**src/rtl/fault_guard_pkg.sv**
```systemverilog
package fault_guard_pkg;
  typedef enum logic [1:0] {
    CLR_AUTO   = 2'd0,
    CLR_MANUAL = 2'd1,
    CLR_SAFE   = 2'd2,
    CLR_SAFE_B = 2'd3
  } clr_mode_e;

  typedef enum logic [1:0] {
    REC_NONE = 2'd0,
    REC_HALF = 2'd1,
    REC_FULL = 2'd2,
    REC_BOTH = 2'd3
  } rec_mode_e;

  typedef enum logic [1:0] {
    SAFE_LOW  = 2'd0,
    SAFE_HIGH = 2'd1,
    SAFE_HIZ  = 2'd2,
    SAFE_HIZ2 = 2'd3
  } safe_e;

  localparam int NUM_OUTS = 3;
endpackage

```
**src/rtl/fg_filter.sv**
```systemverilog
module fg_filter #(
  parameter int CNT_W = 3
) (
  input  logic             clk_i,
  input  logic             rst_ni,
  input  logic             act_i,
  input  logic             stretch_en_i,
  input  logic             bypass_i,
  input  logic             tick_i,
  input  logic [CNT_W-1:0] cnt_i,
  output logic             filt_o
);
  logic             act_q;
  logic             stretched;
  logic [CNT_W-1:0] run_q;

  assign stretched = act_i | (stretch_en_i & act_q);

  always_ff @(posedge clk_i or negedge rst_ni) begin
    if (!rst_ni) begin
      act_q  <= 1'b0;
      filt_o <= 1'b0;
      run_q  <= '0;
    end else begin
      act_q <= act_i;
      if (bypass_i) begin
        filt_o <= stretched;
        run_q  <= '0;
      end else if (tick_i) begin
        if (stretched == filt_o) begin
          run_q <= '0;
        end else if (run_q == cnt_i) begin
          filt_o <= stretched;
          run_q  <= '0;
        end else begin
          run_q <= run_q + 1'b1;
        end
      end
    end
  end
endmodule

```
**src/rtl/fg_latch.sv**
```systemverilog
module fg_latch
  import fault_guard_pkg::*;
(
  input  logic       clk_i,
  input  logic       rst_ni,
  input  logic       filt_i,
  input  logic [1:0] clr_mode_i,
  input  logic [1:0] rec_mode_i,
  input  logic       half_i,
  input  logic       full_i,
  input  logic       clr_i,
  output logic       hold_o,
  output logic       flag_o
);
  logic filt_q;
  logic onset;
  logic safety;
  logic clr_ok;
  logic point;
  logic cond;
  logic release_now;

  assign onset  = filt_i & ~filt_q;
  assign safety = clr_mode_i[1];
  assign clr_ok = clr_i & ~(safety & filt_i);

  always_comb begin
    case (rec_mode_e'(rec_mode_i))
      REC_HALF: point = half_i;
      REC_FULL: point = full_i;
      REC_BOTH: point = half_i | full_i;
      default:  point = 1'b0;
    endcase
  end

  // manual modes also need the flag gone
  assign cond = (clr_mode_e'(clr_mode_i) == CLR_AUTO) ? ~filt_i : (~filt_i & ~flag_o);
  assign release_now = hold_o & point & cond;

  always_ff @(posedge clk_i or negedge rst_ni) begin
    if (!rst_ni) begin
      filt_q <= 1'b0;
      flag_o <= 1'b0;
      hold_o <= 1'b0;
    end else begin
      filt_q <= filt_i;
      flag_o <= onset | (flag_o & ~clr_ok);
      hold_o <= filt_i | (hold_o & ~release_now);
    end
  end
endmodule

```
**src/rtl/fg_gate.sv**
```systemverilog
module fg_gate
  import fault_guard_pkg::*;
#(
  parameter int NF = 4
) (
  input  logic          pwm_i,
  input  logic [NF-1:0] fault_i,
  input  logic [NF-1:0] map_i,
  input  logic [1:0]    safe_i,
  output logic          pwm_o,
  output logic          oe_o
);
  logic dis;

  assign dis = |(fault_i & map_i);

  always_comb begin
    pwm_o = pwm_i;
    oe_o  = 1'b1;
    if (dis) begin
      case (safe_e'(safe_i))
        SAFE_LOW:  begin pwm_o = 1'b0; oe_o = 1'b1; end
        SAFE_HIGH: begin pwm_o = 1'b1; oe_o = 1'b1; end
        default:   begin pwm_o = 1'b0; oe_o = 1'b0; end
      endcase
    end
  end
endmodule

```
**src/rtl/fault_guard.sv**
```systemverilog
module fault_guard
  import fault_guard_pkg::*;
#(
  parameter int NF    = 4,
  parameter int PER_W = 8,
  parameter int CNT_W = 3
) (
  input  logic              clk_i,
  input  logic              rst_ni,
  input  logic [NF-1:0]     fault_pin_i,
  input  logic              half_cyc_i,
  input  logic              full_cyc_i,
  input  logic              pwm_a_i,
  input  logic              pwm_b_i,
  input  logic              pwm_x_i,
  input  logic [NF-1:0]     cfg_fault_high_i,
  input  logic [PER_W-1:0]  cfg_filt_per_i,
  input  logic [CNT_W-1:0]  cfg_filt_cnt_i,
  input  logic              cfg_stretch_i,
  input  logic [NF-1:0]     cfg_comb_en_i,
  input  logic [2*NF-1:0]   cfg_clr_mode_i,
  input  logic [2*NF-1:0]   cfg_rec_mode_i,
  input  logic [1:0]        cfg_safe_a_i,
  input  logic [1:0]        cfg_safe_b_i,
  input  logic [1:0]        cfg_safe_x_i,
  input  logic              map_wr_i,
  input  logic [3*NF-1:0]   map_wdata_i,
  input  logic [NF-1:0]     flag_clr_i,
  input  logic [NF-1:0]     irq_en_i,
  output logic              pwm_a_o,
  output logic              pwm_b_o,
  output logic              pwm_x_o,
  output logic              oe_a_o,
  output logic              oe_b_o,
  output logic              oe_x_o,
  output logic [NF-1:0]     fault_flag_o,
  output logic [NF-1:0]     irq_o
);
  localparam int MAP_W = NUM_OUTS * NF;

  logic [NF-1:0]    act_raw;
  logic [NF-1:0]    filt_act;
  logic [NF-1:0]    hold_q;
  logic [NF-1:0]    fault_now;
  logic [PER_W-1:0] per_cnt_q;
  logic             bypass;
  logic             tick;
  logic [MAP_W-1:0] map_q;
  logic [NF-1:0]    map_a_q;

  logic [NUM_OUTS-1:0]      pwm_in;
  logic [NUM_OUTS-1:0]      pwm_out;
  logic [NUM_OUTS-1:0]      oe_out;
  logic [NUM_OUTS-1:0][1:0] safe_sel;

  assign act_raw = ~(fault_pin_i ^ cfg_fault_high_i);
  assign bypass  = (cfg_filt_per_i == '0);
  assign tick    = ~bypass & (per_cnt_q >= cfg_filt_per_i - 1'b1);

  always_ff @(posedge clk_i or negedge rst_ni) begin
    if (!rst_ni)           per_cnt_q <= '0;
    else if (bypass | tick) per_cnt_q <= '0;
    else                   per_cnt_q <= per_cnt_q + 1'b1;
  end

  always_ff @(posedge clk_i or negedge rst_ni) begin
    if (!rst_ni)       map_q <= '1;
    else if (map_wr_i) map_q <= map_wdata_i;
  end

  assign map_a_q = map_q[NF-1:0];

  for (genvar i = 0; i < NF; i++) begin : g_fault
    fg_filter #(.CNT_W(CNT_W)) i_filter (
      .clk_i        (clk_i),
      .rst_ni       (rst_ni),
      .act_i        (act_raw[i]),
      .stretch_en_i (cfg_stretch_i),
      .bypass_i     (bypass),
      .tick_i       (tick),
      .cnt_i        (cfg_filt_cnt_i),
      .filt_o       (filt_act[i])
    );

    fg_latch i_latch (
      .clk_i      (clk_i),
      .rst_ni     (rst_ni),
      .filt_i     (filt_act[i]),
      .clr_mode_i (cfg_clr_mode_i[2*i +: 2]),
      .rec_mode_i (cfg_rec_mode_i[2*i +: 2]),
      .half_i     (half_cyc_i),
      .full_i     (full_cyc_i),
      .clr_i      (flag_clr_i[i]),
      .hold_o     (hold_q[i]),
      .flag_o     (fault_flag_o[i])
    );
  end

  assign fault_now = hold_q | filt_act | (cfg_comb_en_i & act_raw);
  assign irq_o     = fault_flag_o & irq_en_i;

  assign pwm_in   = {pwm_x_i, pwm_b_i, pwm_a_i};
  assign safe_sel = {cfg_safe_x_i, cfg_safe_b_i, cfg_safe_a_i};

  for (genvar c = 0; c < NUM_OUTS; c++) begin : g_out
    fg_gate #(.NF(NF)) i_gate (
      .pwm_i   (pwm_in[c]),
      .fault_i (fault_now),
      .map_i   (map_q[c*NF +: NF]),
      .safe_i  (safe_sel[c]),
      .pwm_o   (pwm_out[c]),
      .oe_o    (oe_out[c])
    );
  end

  assign pwm_a_o = pwm_out[0];
  assign pwm_b_o = pwm_out[1];
  assign pwm_x_o = pwm_out[2];
  assign oe_a_o  = oe_out[0];
  assign oe_b_o  = oe_out[1];
  assign oe_x_o  = oe_out[2];
endmodule

```
**config.mk**
```make
export PLATFORM = sky130hd
export DESIGN_NAME = fault_guard
export DESIGN_NICKNAME = d
export VERILOG_FILES = /design/src/rtl/fault_guard_pkg.sv /design/src/rtl/fg_filter.sv /design/src/rtl/fg_latch.sv /design/src/rtl/fg_gate.sv /design/src/rtl/fault_guard.sv
export SDC_FILE = /design/constraint.sdc
export NUM_CORES = 1
export LEC_CHECK = 0
export ABC_AREA = 1
export BUFFER_PORTS_ARGS = -buffer_cell sky130_fd_sc_hd__buf_2
export CAP_MARGIN = 40
export CORE_MARGIN = 2
export CORE_UTILIZATION = 48
export CTS_CLUSTER_SIZE = 30
export DETAILED_ROUTE_END_ITERATION = 10
export GPL_TIMING_DRIVEN = 1
export PLACE_DENSITY = 0.83
export SLEW_MARGIN = 5
export SYNTH_ARGS = -nofsm -noshare
export SYNTH_HDL_FRONTEND = slang
export SYNTH_SLANG_ARGS = --single-unit
```
**constraint.sdc**
```tcl
create_clock -name clk_i -period 1.4 [get_ports clk_i]
set_input_delay 0.14 -clock clk_i [delete_from_list [all_inputs] [get_ports clk_i]]
set_output_delay 0.14 -clock clk_i [all_outputs]
set_load 0.01 [all_outputs]
```
# After elaboration in Yosys (flattened, before gate mapping)
# Cells that the tools add are included.
# word_totals
reg_bits	52
output_inout_bits	14
# classes
n_addsub	6
n_lt_le_gt_ge	1
eq_ne	27
n_mux	53
bitwise_logic	85
reduce_logical	23
# ops
operator	n
$mux W3	16
$and A1 B1 Y1	37
$mux W1	32
$not A1 Y1	25
$and A4 B4 Y4	5
$eq A2 B2 Y1 const B	8
$eq A2 B1 Y1 const B	7
$logic_not A2 Y1	7
$or A1 B1 Y1	14
$add A3 B1 Y3 const B	4
$eq A3 B3 Y1	4
$pmux W1 S3	4
$reduce_and A3 Y1	4
$reduce_or A4 Y1	3
$reduce_bool A2 Y1	5
$add A8 B1 Y8 const B	1
$ge A8 B8 Y1	1
$logic_not A8 Y1	1
$mux W8	1
$ne A2 B2 Y1 const B	4
$or A4 B4 Y4	2
$sub A8 B1 Y8 const B	1
$reduce_or A2 Y1	3
$eq A1 B1 Y1	4
other kinds (2)	2

# Logic depth before layout (Yosys ltp)
# Gate-level depths: netlist of the first run.
# logic_depth
depth_word	7
ltp_mapped	17
depth_no_buf	17

# Modules after synthesis
# From an unflattened synthesis of the first run, not the netlist that was laid out.
# hier_totals
hier_cells	429
hier_area_um2	3245.6
# by_module_without_submodules
mod	n_inst	cells_each	area_per_inst_um2
fg_filter	4	48	329.1
fault_guard	1	138	1270.0
fg_latch	4	15	122.6
fg_gate	3	13	56.3

# Worst setup path before layout of the first run
# Ideal clock, no wire load.
# synth_path
kind	input -> register
from	in cfg_filt_per_i[0]
to	reg g_fault[3].i_filter.run_q[0]
setup_ps	118
arrival_ps	1825
setup_slack_ps	-543
cell_stages	16
path_cell_list	inv_1 -> ha_1 -> nand3_2 -> nor3_1 -> xor2_1 -> inv_1 -> ha_1 -> nand2_1 -> inv_1 -> nand2_1 -> nand2_1 -> nor2_2 -> nand2_4 -> buf_6 -> nand3b_1 -> nand2_1
# synth_via
elab_chain_len	4
elab_cells_between_ends	7
cone_classes	add/sub (1); order compare (1); mux (1); bitwise (2); reduce/logical (2)
# synth_rtl
item	line_no	text
start: declaration	fault_guard.sv:17	input logic [PER_W-1:0] cfg_filt_per_i,
$sub A8 B1 Y8 / $logic_not A8 Y1 (equally long branches)	fault_guard.sv:58, fault_guard.sv:57	
$ge A8 B8 Y1 / $not A1 Y1 (equally long branches)	fault_guard.sv:58	assign tick = ~bypass & (per_cnt_q >= cfg_filt_per_i - 1'b1);
$and A1 B1 Y1	fault_guard.sv:58	
$reduce_bool A2 Y1 (no source line)	--	
end signal: assignment	fg_filter.sv:36	run_q <= run_q + 1'b1;
end: declaration	fg_filter.sv:15	logic [CNT_W-1:0] run_q;
# Parallel ways exist; a longest one is shown, timed or not.
# A chain may end at the register's enable or synchronous reset.

# Worst setup path after layout of the first run
# layout_path
from	in cfg_filt_per_i[1]
to	reg g_fault[3].i_filter.filt_o
# layout_via
elab_chain_len	5
elab_cells_between_ends	10
cone_classes	add/sub (1); order compare (1); eq/ne (1); mux (1); bitwise (2); reduce/logical (4)
# layout_rtl
item	line_no	text
$sub A8 B1 Y8 / $logic_not A8 Y1 (equally long branches)	fault_guard.sv:58, fault_guard.sv:57	
$ge A8 B8 Y1 / $not A1 Y1 (equally long branches)	fault_guard.sv:58	
$and A1 B1 Y1	fault_guard.sv:58	
$reduce_bool A2 Y1 (no source line)	--	
$reduce_and A3 Y1 (no source line)	--	
end signal: assignment	fg_filter.sv:27	filt_o <= stretched;
end signal: assignment	fg_filter.sv:33	filt_o <= stretched;
end: declaration	fg_filter.sv:11	output logic filt_o
# Parallel ways exist; a longest one is shown, timed or not.

==> results of run 1 <==
==> power breakdown <==
part / switching [mW] / internal (mW)
clock network: 0.518 / 0.359
registers: 0.357 / 1.98
logic: 1.64 / 1.27
==> routing by layer <==
layer,GRT usage (%),up-vias,routed length (um)
met5,0,-,0
li1,-,1508,-
met3,3.794,14,389
met1,26.49,1392,3190
met4,8.658,0,172
met2,38.28,82,4102
==> worst paths after layout <==
check	start	to	slack (ns)	cells past startpoint
worst max-delay path	cfg_filt_per_i[1]	g_fault[3].i_filter.filt_o	-0.41	17
worst min register to register	g_fault[0].i_latch.filt_q	g_fault[0].i_latch.flag_o	0.43	1
worst max register to register	per_cnt_q[7]	g_fault[3].i_filter.filt_o	-0.31	10
worst min-delay path	map_wdata_i[7]	map_q[7]	0.05	2
min in group asynchronous	rst_ni	g_fault[3].i_filter.act_q	0.34	3
max in group asynchronous	rst_ni	map_q[8]	0.78	3
==> through the flow <==
stage / setup WS (ns) / cells
floorplan: -0.4421 / 412
CTS: -0.3205 / 604
global route: -0.5316 / 607
detailed placement: -0.8767 / 589
global placement: -0.7519 / 589
finish: -0.4052 / 607
==> registers in the layout, indices dropped and copies added (netlist names) <==
signal                   flops
g_fault.i_latch.flag_o       4
g_fault.i_filter.filt_o      4
g_fault.i_filter.run_q      12
g_fault.i_latch.filt_q       4
per_cnt_q                    8
g_fault.i_latch.hold_o       4
g_fault.i_filter.act_q       4
map_q                       12
==> what timing repair did <==
action | 4_1_cts | 5_1_grt
cloned | 3 | 0
gates resized for setup | 29 | 42
setup buffers | 3 | 3
endpoints found under the hold margin | 40 | 0
pin swaps | 18 | 23
hold buffers | 1 | 0
setup endpoints to repair | 30 | 30
==> cell families after synthesis <==
logic type      count (synthesis)  synth area share (%)
fa+ha+maj                      14                 5.538
compound gates                 20                 3.639
mux                            12                 4.272
flops                          52                 41.61
buf+inv                        70                 9.692
xor+xnor                       23                 6.369
simple gates                  221                 28.88
==> synthesized netlist by cell type <==
cell type,instances,area share [%]
sky130_fd_sc_hd__a21oi_1,6,0.95
sky130_fd_sc_hd__a22o_1,4,1.1
sky130_fd_sc_hd__and2_1,1,0.20
sky130_fd_sc_hd__buf_2,2,0.32
sky130_fd_sc_hd__buf_4,4,0.95
sky130_fd_sc_hd__buf_6,3,1.1
sky130_fd_sc_hd__clkbuf_2,1,0.16
sky130_fd_sc_hd__dfrtp_1,40,32
sky130_fd_sc_hd__dfstp_2,12,10
sky130_fd_sc_hd__ha_1,14,5.5
sky130_fd_sc_hd__inv_1,57,6.8
sky130_fd_sc_hd__inv_2,2,0.24
sky130_fd_sc_hd__inv_4,1,0.20
sky130_fd_sc_hd__mux2_2,12,4.3
sky130_fd_sc_hd__nand2_1,150,18
sky130_fd_sc_hd__nand2_4,1,0.36
sky130_fd_sc_hd__nand3_1,31,4.9
sky130_fd_sc_hd__nand3_2,1,0.32
sky130_fd_sc_hd__nand3b_1,1,0.24
sky130_fd_sc_hd__nand4_1,3,0.59
sky130_fd_sc_hd__nor2_1,27,3.2
sky130_fd_sc_hd__nor2_2,2,0.40
sky130_fd_sc_hd__nor3_1,3,0.47
sky130_fd_sc_hd__nor3b_2,1,0.40
sky130_fd_sc_hd__o21ai_0,10,1.6
sky130_fd_sc_hd__xnor2_1,13,3.6
sky130_fd_sc_hd__xor2_1,10,2.8
==> cell type report <==
class	count	area share, %
multi-input combinational	292	41.63
sequential	52	30.93
timing repair buffer	117	16.76
inverter	60	6.116
tap	77	2.264
clock buffer	5	1.617
clock inverter	3	0.5293
timing repair inverter	1	0.1470
==> worst max-delay path, delay by kind of cell <==
family / cells / cell delay, ns
and+or+nand+nor: 10 / 0.91
buffers and inverters: 4 / 0.32
adders and majority gates: 1 / 0.31
AOI/OAI and AO/OA: 1 / 0.19
xor gates and xnor gates: 1 / 0.14
==> flow_summary_export.csv, run 1 <==
group,metric,value,unit
timing,final.setup.worst_slack,-0.4052,ns
layout,nets,617,
synth,mappedNetlistArea,0.003163,mm2
setup_path,crit_slowest_cell,"sky130_fd_sc_hd__ha_1",
timing,rsz0062_at_grt,"true",
job,cap_viol_max_count,0,
route,ant_nets,0,
timing,post-route-min-period,1.805,ns
timing,setup_total_neg_slack,-9.849,ns
floorplan,core,0.006350,mm2
place,placed_cell_area,0.003856,mm2
synth,synth.ff_latch_count,52,
synth,synth_warnings,0,
clocking,cts.clk_slew.worst_paths,0.10,ns
pwr,p_leak,2.373,nW
timing,max_freq,553.9,MHz
setup_path,timing.setup.critical_path_class,"in -> reg",
pwr,powerDensity,1440,mW/mm2
global_route,wire_length_of_the_first_global_routing_pass,12790,um
synth,synth_fp_nets,500,
floorplan,boundaryPins,88,
timing,total_of_endpoints_with_negative_setup_slack_in_the_final_report,30,
setup_path,max_stage_delay,0.31,ns
clocking,cts_tree,"built",
timing,hold_violations_final,0,
status,outcome,"finished, violations left",
global_route,track_usage,21.79,%
setup_path,crit_top_cell,"sky130_fd_sc_hd__nand2_1",
global_route,globalRouteOverflowTotal,0,
route,routed-via-count,2996,
clocking,clockBufferDepth,2,
global_route,via_count_of_the_first_global_routing_pass,2958,
route,post-route-drc-count,0,
layout,post_route_cells_drive_above_1_share,39.81,%
global_route,grt_start_max_net_pins,53,
layout,fillers,492,
floorplan,die-height,85.18,um
clocking,clkSinkCount,52,
layout,mostFrequentLayoutCell,"sky130_fd_sc_hd__nand2_1",
timing,timing_worst_slew_pin_value,0.3083,ns
timing,timing.hold.ws,0.04589,ns
place,gp_congestion,0.7703,
synth,netlist_instances,412,
layout,mostFrequentLayoutCells,"sky130_fd_sc_hd__nand2_1, sky130_fd_sc_hd__buf_2, sky130_fd_sc_hd__inv_1",
floorplan,floorplan.rows,29,
timing,timing.final.max_slew_violations,0,
clocking,clock_latency_on_the_worst_skew_pair,0.32,ns
layout,layout.core_utilization,67.01,%
clocking,h-tree-depth,2,
floorplan,die_area,0.007255,mm2
pwr,design_power_total,6.126,mW
route,post_drt_via_cell_ratio,4.936,
route,routed_wl,7855,um
clocking,cts-buffers-inserted,5,
synth,library_cells_used_by_synthesis,27,
layout,post-route-cell-area,0.004255,mm2
synth,avgSynthCellArea,7.677,um2
hold_path,worst_hold_path_type,"in -> reg",
timing,layout_worst_path_cycle_share,128.9,%
place,place.port_buffers,87,
floorplan,fp.dieW,85.18,um
floorplan,initial_utilization,49.81,%
setup_path,end_kind,"flip-flop",
route,final_routed_wire_length_divided_by_cell_count,12.94,um
timing,remaining_max_slew_budget_at_the_tightest_pin,79.29,%
route,detail_route.first_pass.iterations,4,
status,violations,"negative setup slack",
setup_path,worst_setup_start_kind,"input port",
layout,antenna-diode-count,0,
layout,areaGrowthSynthToFinish,34.53,%
setup_path,crit_chain,"buf_8 -> inv_12 -> nand3_4 -> nor3_4 -> nand2_1 -> nor2_2 -> xnor2_1 -> ha_1 -> a21oi_2 -> nand2_2 -> nor2_4 -> buf_6 -> nand2_8 -> nand2_1 -> nand2_1 -> nand2_1 -> inv_1",
global_route,number_of_antenna_violations_at_the_first_check_in_global_routing,0,
layout,multi_input_area,0.001772,mm2
pwr,vdd.ir_drop.worst,0.7623,mV
synth,seq_area_frac_synth,41.61,%
setup_path,cp.required,1.62,ns
layout,final-seq-area,0.001316,mm2
clocking,clock-root-buffer,"sky130_fd_sc_hd__clkbuf_8",
setup_path,worst-path-max-fanout,7,
timing,fin_skew,0.007222,ns
route,drt-initial-drc-count,176,
setup_path,timing.critical_path.arrival,2.03,ns
place,dpl.hpwl,5351,um
No activity file was read; power rests on OpenSTA's default activity.
==> inputs of run 2 (changes only) <==
--- a/config.mk
+++ b/config.mk
@@ -9,11 +9,11 @@
 export BUFFER_PORTS_ARGS = -buffer_cell sky130_fd_sc_hd__buf_2
 export CAP_MARGIN = 40
 export CORE_MARGIN = 2
-export CORE_UTILIZATION = 48
+export CORE_UTILIZATION = 49
 export CTS_CLUSTER_SIZE = 30
 export DETAILED_ROUTE_END_ITERATION = 10
 export GPL_TIMING_DRIVEN = 1
-export PLACE_DENSITY = 0.83
+export PLACE_DENSITY = 0.82
 export SLEW_MARGIN = 5
 export SYNTH_ARGS = -nofsm -noshare
 export SYNTH_HDL_FRONTEND = slang
==> constraint.sdc (replaced) <==
create_clock -name clk_i -period 2 [get_ports clk_i]
set_input_delay 0.2 -clock clk_i [delete_from_list [all_inputs] [get_ports clk_i]]
set_output_delay 0.2 -clock clk_i [all_outputs]
set_load 0.01 [all_outputs]
==> run 2 against run 1 <==
Net effect: cell area is 6.7% lower; critical endpoint is now g_fault[2].i_filter.filt_o; sequential share of layout area is 2.2 points higher; total power down 37%; clock skew up 0.0026 ns; non-clock buffer count is 16 lower; worst hold slack improved by 0.071 ns; flip-flop and latch count unchanged; the run now ends clean.
==> flow_summary_export.csv, run 2 (synthesized netlist as in run 1, its figures left out) <==
group,metric,value,unit
status,outcome,"finished clean",
floorplan,floorplan.rows,29,
clocking,clkSinkCount,52,
global_route,number_of_antenna_violations_at_the_first_check_in_global_routing,0,
route,routed_wl,7274,um
global_route,wire_length_of_the_first_global_routing_pass,11770,um
clocking,cts-buffers-inserted,5,
floorplan,core,0.006314,mm2
clocking,cts_tree,"built",
setup_path,cp.required,2.21,ns
place,gp_congestion,0.8200,
timing,rsz0062_at_grt,"true",
global_route,track_usage,20.07,%
timing,fin_skew,0.009821,ns
route,post-route-drc-count,0,
timing,remaining_max_slew_budget_at_the_tightest_pin,73.46,%
hold_path,whs_endpoint,"map_q[3]",
timing,total_of_endpoints_with_negative_setup_slack_in_the_final_report,0,
place,place.port_buffers,87,
floorplan,boundaryPins,88,
setup_path,worst-path-max-fanout,8,
pwr,vdd.ir_drop.worst,0.5151,mV
hold_path,min_path_cells,2,
setup_path,timing.setup.critical_path_class,"in -> reg",
layout,reg.largest.list,"g_fault.i_filter.run_q: 12 flops, map_q: 12 flops, per_cnt_q: 8 flops",
global_route,grt_start_max_net_pins,26,
setup_path,rr_endpoint,"g_fault[2].i_filter.filt_o",
timing,timing.final.max_slew_violations,0,
place,dpl.hpwl,5460,um
floorplan,initial_utilization,50.10,%
layout,mostFrequentLayoutCell,"sky130_fd_sc_hd__nand2_1",
route,drt-initial-drc-count,199,
route,detail_route.first_pass.iterations,4,
global_route,via_count_of_the_first_global_routing_pass,2775,
route,final_routed_wire_length_divided_by_cell_count,12.31,um
layout,layout.core_utilization,62.88,%
timing,layout_worst_path_cycle_share,96.74,%
setup_path,worst_r2r_startpoint,"per_cnt_q[5]",
floorplan,die-height,84.35,um
route,ant_nets,0,
timing,final.setup.worst_slack,0.06526,ns
timing,max_freq,516.9,MHz
setup_path,end_kind,"flip-flop",
clocking,clock-root-buffer,"sky130_fd_sc_hd__clkbuf_8",
floorplan,die_area,0.007114,mm2
clocking,clockBufferDepth,2,
timing,post-route-min-period,1.935,ns
timing,timing.hold.ws,0.1172,ns
setup_path,setup_slack_of_the_most_critical_reg_to_reg_path,0.23,ns
layout,mostFrequentLayoutCells,"sky130_fd_sc_hd__nand2_1, sky130_fd_sc_hd__buf_2, sky130_fd_sc_hd__inv_1",
timing,hold_violations_final,0,
layout,areaGrowthSynthToFinish,25.51,%
route,post_drt_via_cell_ratio,4.941,
clocking,cts.clk_slew.worst_paths,0.10,ns
hold_path,min-delay-start,"map_wdata_i[3]",
place,dpl_worst_slack,-0.3210,ns
clocking,h-tree-depth,2,
layout,nets,601,
floorplan,fp.dieW,84.35,um
route,routed-via-count,2920,
setup_path,number_of_cells_traversed_by_the_worst_register_to_register_path,11,
hold_path,worst_hold_path_type,"in -> reg",
layout,antenna-diode-count,0,
timing,timing_worst_slew_pin_value,0.3981,ns
pwr,p_leak,2.268,nW
setup_path,worst_setup_start_kind,"input port",
clocking,clock_latency_on_the_worst_skew_pair,0.31,ns
layout,post_route_cells_drive_above_1_share,30.35,%
pwr,powerDensity,974.4,mW/mm2
global_route,globalRouteOverflowTotal,0,
setup_path,timing.critical_path.arrival,2.15,ns
job,cap_viol_max_count,0,
==> run 2: changes by cell type in the layout (fill, tap and decap cells not counted), sizes merged <==
cell      before  now
buf          116  100
clkinv         3    2
clkinvlp       0    1
==> run 2: area by class of cell <==
cell class                      count  area (um2)
Clock inverter                      3       21.27
Tap cell                           77       96.34
Sequential cell                    52        1316
Multi-Input combinational cell    292        1637
Timing Repair inverter              1       8.758
Clock buffer                        5       68.82
Inverter                           60       252.7
Fill cell                         512        2344
Timing Repair Buffer              101       569.3
==> run 2: routing by layer <==
| metal | share of wire, % | GRT usage [%] | vias up |
|---|---|---|---|
| met5 | 0 | 0 | - |
| met1 | 43 | 24.75 | 1341 |
| met4 | 2.0 | 5.916 | 0 |
| li1 | - | - | 1477 |
| met3 | 5.0 | 3.441 | 14 |
| met2 | 50 | 36.08 | 88 |
==> run 2: critical path: stages <==
cell and delay [ns]:
sky130_fd_sc_hd__buf_8 0.10, sky130_fd_sc_hd__inv_8 0.05, sky130_fd_sc_hd__nand3_4 0.08, sky130_fd_sc_hd__nor3_4 0.20
sky130_fd_sc_hd__nand2_1 0.08, sky130_fd_sc_hd__nor2_1 0.13, sky130_fd_sc_hd__xnor2_1 0.09, sky130_fd_sc_hd__ha_1 0.32
sky130_fd_sc_hd__nand2_1 0.09, sky130_fd_sc_hd__inv_1 0.05, sky130_fd_sc_hd__nand2_1 0.06, sky130_fd_sc_hd__nand2_2 0.06
sky130_fd_sc_hd__nor2_4 0.23, sky130_fd_sc_hd__nand2_8 0.15, sky130_fd_sc_hd__nand2_2 0.10, sky130_fd_sc_hd__nand2_2 0.05
sky130_fd_sc_hd__nand2_1 0.06, sky130_fd_sc_hd__inv_1 0.04
==> run 2: power by group <==
| group | leakage [nW] | internal (mW) | switching [mW] |
|---|---|---|---|
| registers | 0.614 | 1.38 | 0.301 |
| clock network | 0.0445 | 0.249 | 0.361 |
| logic | 1.61 | 0.657 | 0.918 |
| total | 2.27 | 2.29 | 1.58 |
==> run 2: per-stage QoR <==
step	instance area, um2	instances	setup TNS, ns	power (mW)
final	3970	591	0	3.868
after CTS	3806	586	0	3.752
after global routing	3970	591	-0.4260	4.220
after global placement	3704	577	-3.465	3.035
after detailed placement	3704	577	-6.117	3.130
after floorplan	3168	412	0	2.748
==> run 2: repair_timing <==
action | CTS | global route
endpoints found under the hold margin | 11 | 0
gates cloned | 0 | 3
hold buffers | 1 | 0
setup buffers | 0 | 2
pin swaps | 0 | 17
resized for setup | 1 | 31
endpoints found under the setup margin | 1 | 23
==> run 2: worst max path at each step <==
stage                                         to               from  slack [ns]  cells after the start
global route          g_fault[3].i_filter.filt_o  cfg_filt_per_i[0]       -0.06                     18
floorplan           g_fault[3].i_filter.run_q[0]  cfg_filt_per_i[0]        0.04                     16
finish                g_fault[2].i_filter.filt_o  cfg_filt_per_i[1]        0.07                     18
detailed placement                  per_cnt_q[3]  cfg_filt_per_i[0]       -0.32                     15
CTS                                 per_cnt_q[3]  cfg_filt_per_i[0]        0.01                     15
global placement                    per_cnt_q[3]  cfg_filt_per_i[0]       -0.19                     17
==> inputs of run 3 (changes only) <==
--- a/config.mk
+++ b/config.mk
@@ -6,7 +6,7 @@
 export NUM_CORES = 1
 export LEC_CHECK = 0
 export ABC_AREA = 1
-export BUFFER_PORTS_ARGS = -buffer_cell sky130_fd_sc_hd__buf_2
+export BUFFER_PORTS_ARGS = -buffer_cell sky130_fd_sc_hd__clkbuf_2
 export CAP_MARGIN = 40
 export CORE_MARGIN = 2
 export CORE_UTILIZATION = 49
==> run 3 against run 2 <==
Net effect: critical path depth decreased by 1; worst hold slack improved by 0.00093 ns; total power decreased by 1.1%; sequential power about the same; fmax decreased by 1.5%; via count decreased by 1.3%; cell area decreased by 0.79%; largest cell class unchanged.
==> flow_summary_export.csv, run 3 (synthesized netlist as in run 1, its figures left out) <==
group,metric,value,unit
timing,timing_worst_slew_pin_value,0.4290,ns
clocking,h-tree-depth,2,
global_route,wire_length_of_the_first_global_routing_pass,11640,um
setup_path,crit_top_cell,"sky130_fd_sc_hd__nand2_1",
layout,post_route_cells_drive_above_1_share,29.16,%
clocking,cts.clk_slew.worst_paths,0.10,ns
timing,total_of_endpoints_with_negative_setup_slack_in_the_final_report,0,
timing,hold_violations_final,0,
timing,fin_skew,0.01044,ns
clocking,cts_tree,"built",
place,place.port_buffers,87,
layout,mostFrequentLayoutCells,"sky130_fd_sc_hd__nand2_1, sky130_fd_sc_hd__clkbuf_2, sky130_fd_sc_hd__inv_1",
timing,timing.final.max_slew_violations,0,
route,drt-initial-drc-count,209,
global_route,track_usage,19.74,%
floorplan,initial_utilization,50.10,%
setup_path,timing.critical_path.arrival,2.21,ns
route,post-route-drc-count,0,
hold_path,worst_hold_path_type,"in -> reg",
floorplan,fp.dieW,84.35,um
layout,mostFrequentLayoutCell,"sky130_fd_sc_hd__nand2_1",
route,post_drt_via_cell_ratio,4.901,
global_route,grt_start_max_net_pins,38,
setup_path,max_stage_delay,0.28,ns
route,detail_route.first_pass.iterations,5,
hold_path,min_path_cells,2,
status,outcome,"finished clean",
place,placed_cell_area,0.003709,mm2
layout,reg.largest.list,"g_fault.i_filter.run_q: 12 flops, map_q: 12 flops, per_cnt_q: 8 flops",
floorplan,core,0.006314,mm2
route,routed_wl,7169,um
clocking,clkSinkCount,52,
pwr,power_frac_clock,15.5,%
setup_path,worst-path-max-fanout,8,
route,final_routed_wire_length_divided_by_cell_count,12.19,um
setup_path,number_of_cells_traversed_by_the_worst_register_to_register_path,10,
pwr,switchingPower,1.555,mW
pwr,p_leak,2.268,nW
floorplan,boundaryPins,88,
setup_path,crit_chain,"buf_8 -> inv_8 -> ha_4 -> nand3_4 -> nor3_2 -> xor2_1 -> inv_1 -> ha_1 -> nand2_1 -> inv_1 -> nand2_1 -> nand2_2 -> nor2_4 -> nand2_8 -> inv_6 -> nand2_1 -> nand2_1",
timing,max_freq,509.2,MHz
floorplan,die_area,0.007114,mm2
setup_path,timing.setup.critical_path_class,"in -> reg",
setup_path,end_kind,"flip-flop",
clocking,clock-root-buffer,"sky130_fd_sc_hd__clkbuf_8",
layout,post-route-cell-area,0.003939,mm2
global_route,number_of_antenna_violations_at_the_first_check_in_global_routing,0,
route,ant_nets,0,
global_route,via_count_of_the_first_global_routing_pass,2752,
pwr,power.share.sequential,44.0,%
timing,rsz0062_at_grt,"true",
layout,antenna-diode-count,0,
layout,nets,598,
clocking,clockBufferDepth,2,
setup_path,crit_slowest_cell,"sky130_fd_sc_hd__ha_1",
pwr,p_int,2.270,mW
clocking,clock_latency_on_the_worst_skew_pair,0.31,ns
setup_path,cp.required,2.25,ns
pwr,power.switching_fraction,40.65,%
global_route,globalRouteOverflowTotal,0,
timing,layout_worst_path_cycle_share,98.19,%
pwr,powerDensity,971.1,mW/mm2
timing,post-route-min-period,1.964,ns
route,routed-via-count,2882,
job,cap_viol_max_count,0,
pwr,p_comb_share,40.5,%
place,dpl.hpwl,5418,um
clocking,cts-buffers-inserted,5,
layout,areaGrowthSynthToFinish,24.53,%
setup_path,worst_setup_start_kind,"input port",
floorplan,die-height,84.35,um
layout,layout.core_utilization,62.39,%
timing,timing.hold.ws,0.1181,ns
pwr,design_power_total,3.825,mW
pwr,vdd.ir_drop.worst,0.5131,mV
place,gp_congestion,0.8154,
timing,remaining_max_slew_budget_at_the_tightest_pin,71.40,%
floorplan,floorplan.rows,29,
-- run 3: worst paths after layout --
check / start / end / slack, ns
min reg2reg: g_fault[0].i_latch.filt_q / g_fault[0].i_latch.flag_o / 0.42
max in group asynchronous: rst_ni / map_q[8] / 1.06
max reg2reg: per_cnt_q[2] / g_fault[0].i_filter.run_q[0] / 0.20
max: cfg_filt_per_i[0] / g_fault[0].i_filter.run_q[0] / 0.04
min: map_wdata_i[2] / map_q[2] / 0.12
min in group asynchronous: rst_ni / g_fault[1].i_filter.act_q / 0.35
-- run 3: layout make-up --
type | instances | area, um2
clock inverter | 3 | 18.77
fill | 531 | 2375
timing repair buffer | 98 | 549.3
sequential | 52 | 1316
inverter | 60 | 247.7
clock buffer | 5 | 68.82
tap | 77 | 96.34
timing repair inverter | 1 | 8.758
multi-input combinational | 292 | 1633
-- run 3: worst max-delay path, delay by kind of cell --
family                     cells  cell delay [ns]
xor gates and xnor gates       1             0.17
adders and majority gates      2             0.42
buffers and inverters          5             0.37
and+or+nand+nor                9             1.03
-- run 3: stage by stage --
| step | TNS, ns | setup slack, ns | std cells |
|---|---|---|---|
| floorplan | 0 | 0.04022 | 412 |
| global placement | -3.124 | -0.1793 | 576 |
| detailed placement | -6.987 | -0.3589 | 576 |
| CTS | 0 | 0.001057 | 585 |
| global route | -0.8991 | -0.08471 | 588 |
| finish | 0 | 0.03625 | 588 |
-- run 3: power by group through the flow --
stage,sequential [mW],clock [mW],combinational (mW)
floorplan,1.61,0,1.14
global placement,1.68,0,1.36
detailed placement,1.69,0,1.44
CTS,1.68,0.604,1.45
global route,1.73,0.650,1.79
finish,1.68,0.594,1.55
-- run 3: repair_timing --
action                     4_1_cts  5_1_grt
resized for setup                2       24
setup endpoints to repair       14       21
gates cloned                     0        3
hold buffers                     1        0
hold endpoints to repair         7        0
buffers inserted                 0        0
pin swaps                        1        7
-- run 3: metal layers --
| metal | global-route usage, % | wire length, um |
|---|---|---|
| met5 | 0 | 0 |
| met3 | 3.048 | 312 |
| met4 | 6.494 | 142 |
| met1 | 24.13 | 3041 |
| met2 | 35.64 | 3672 |
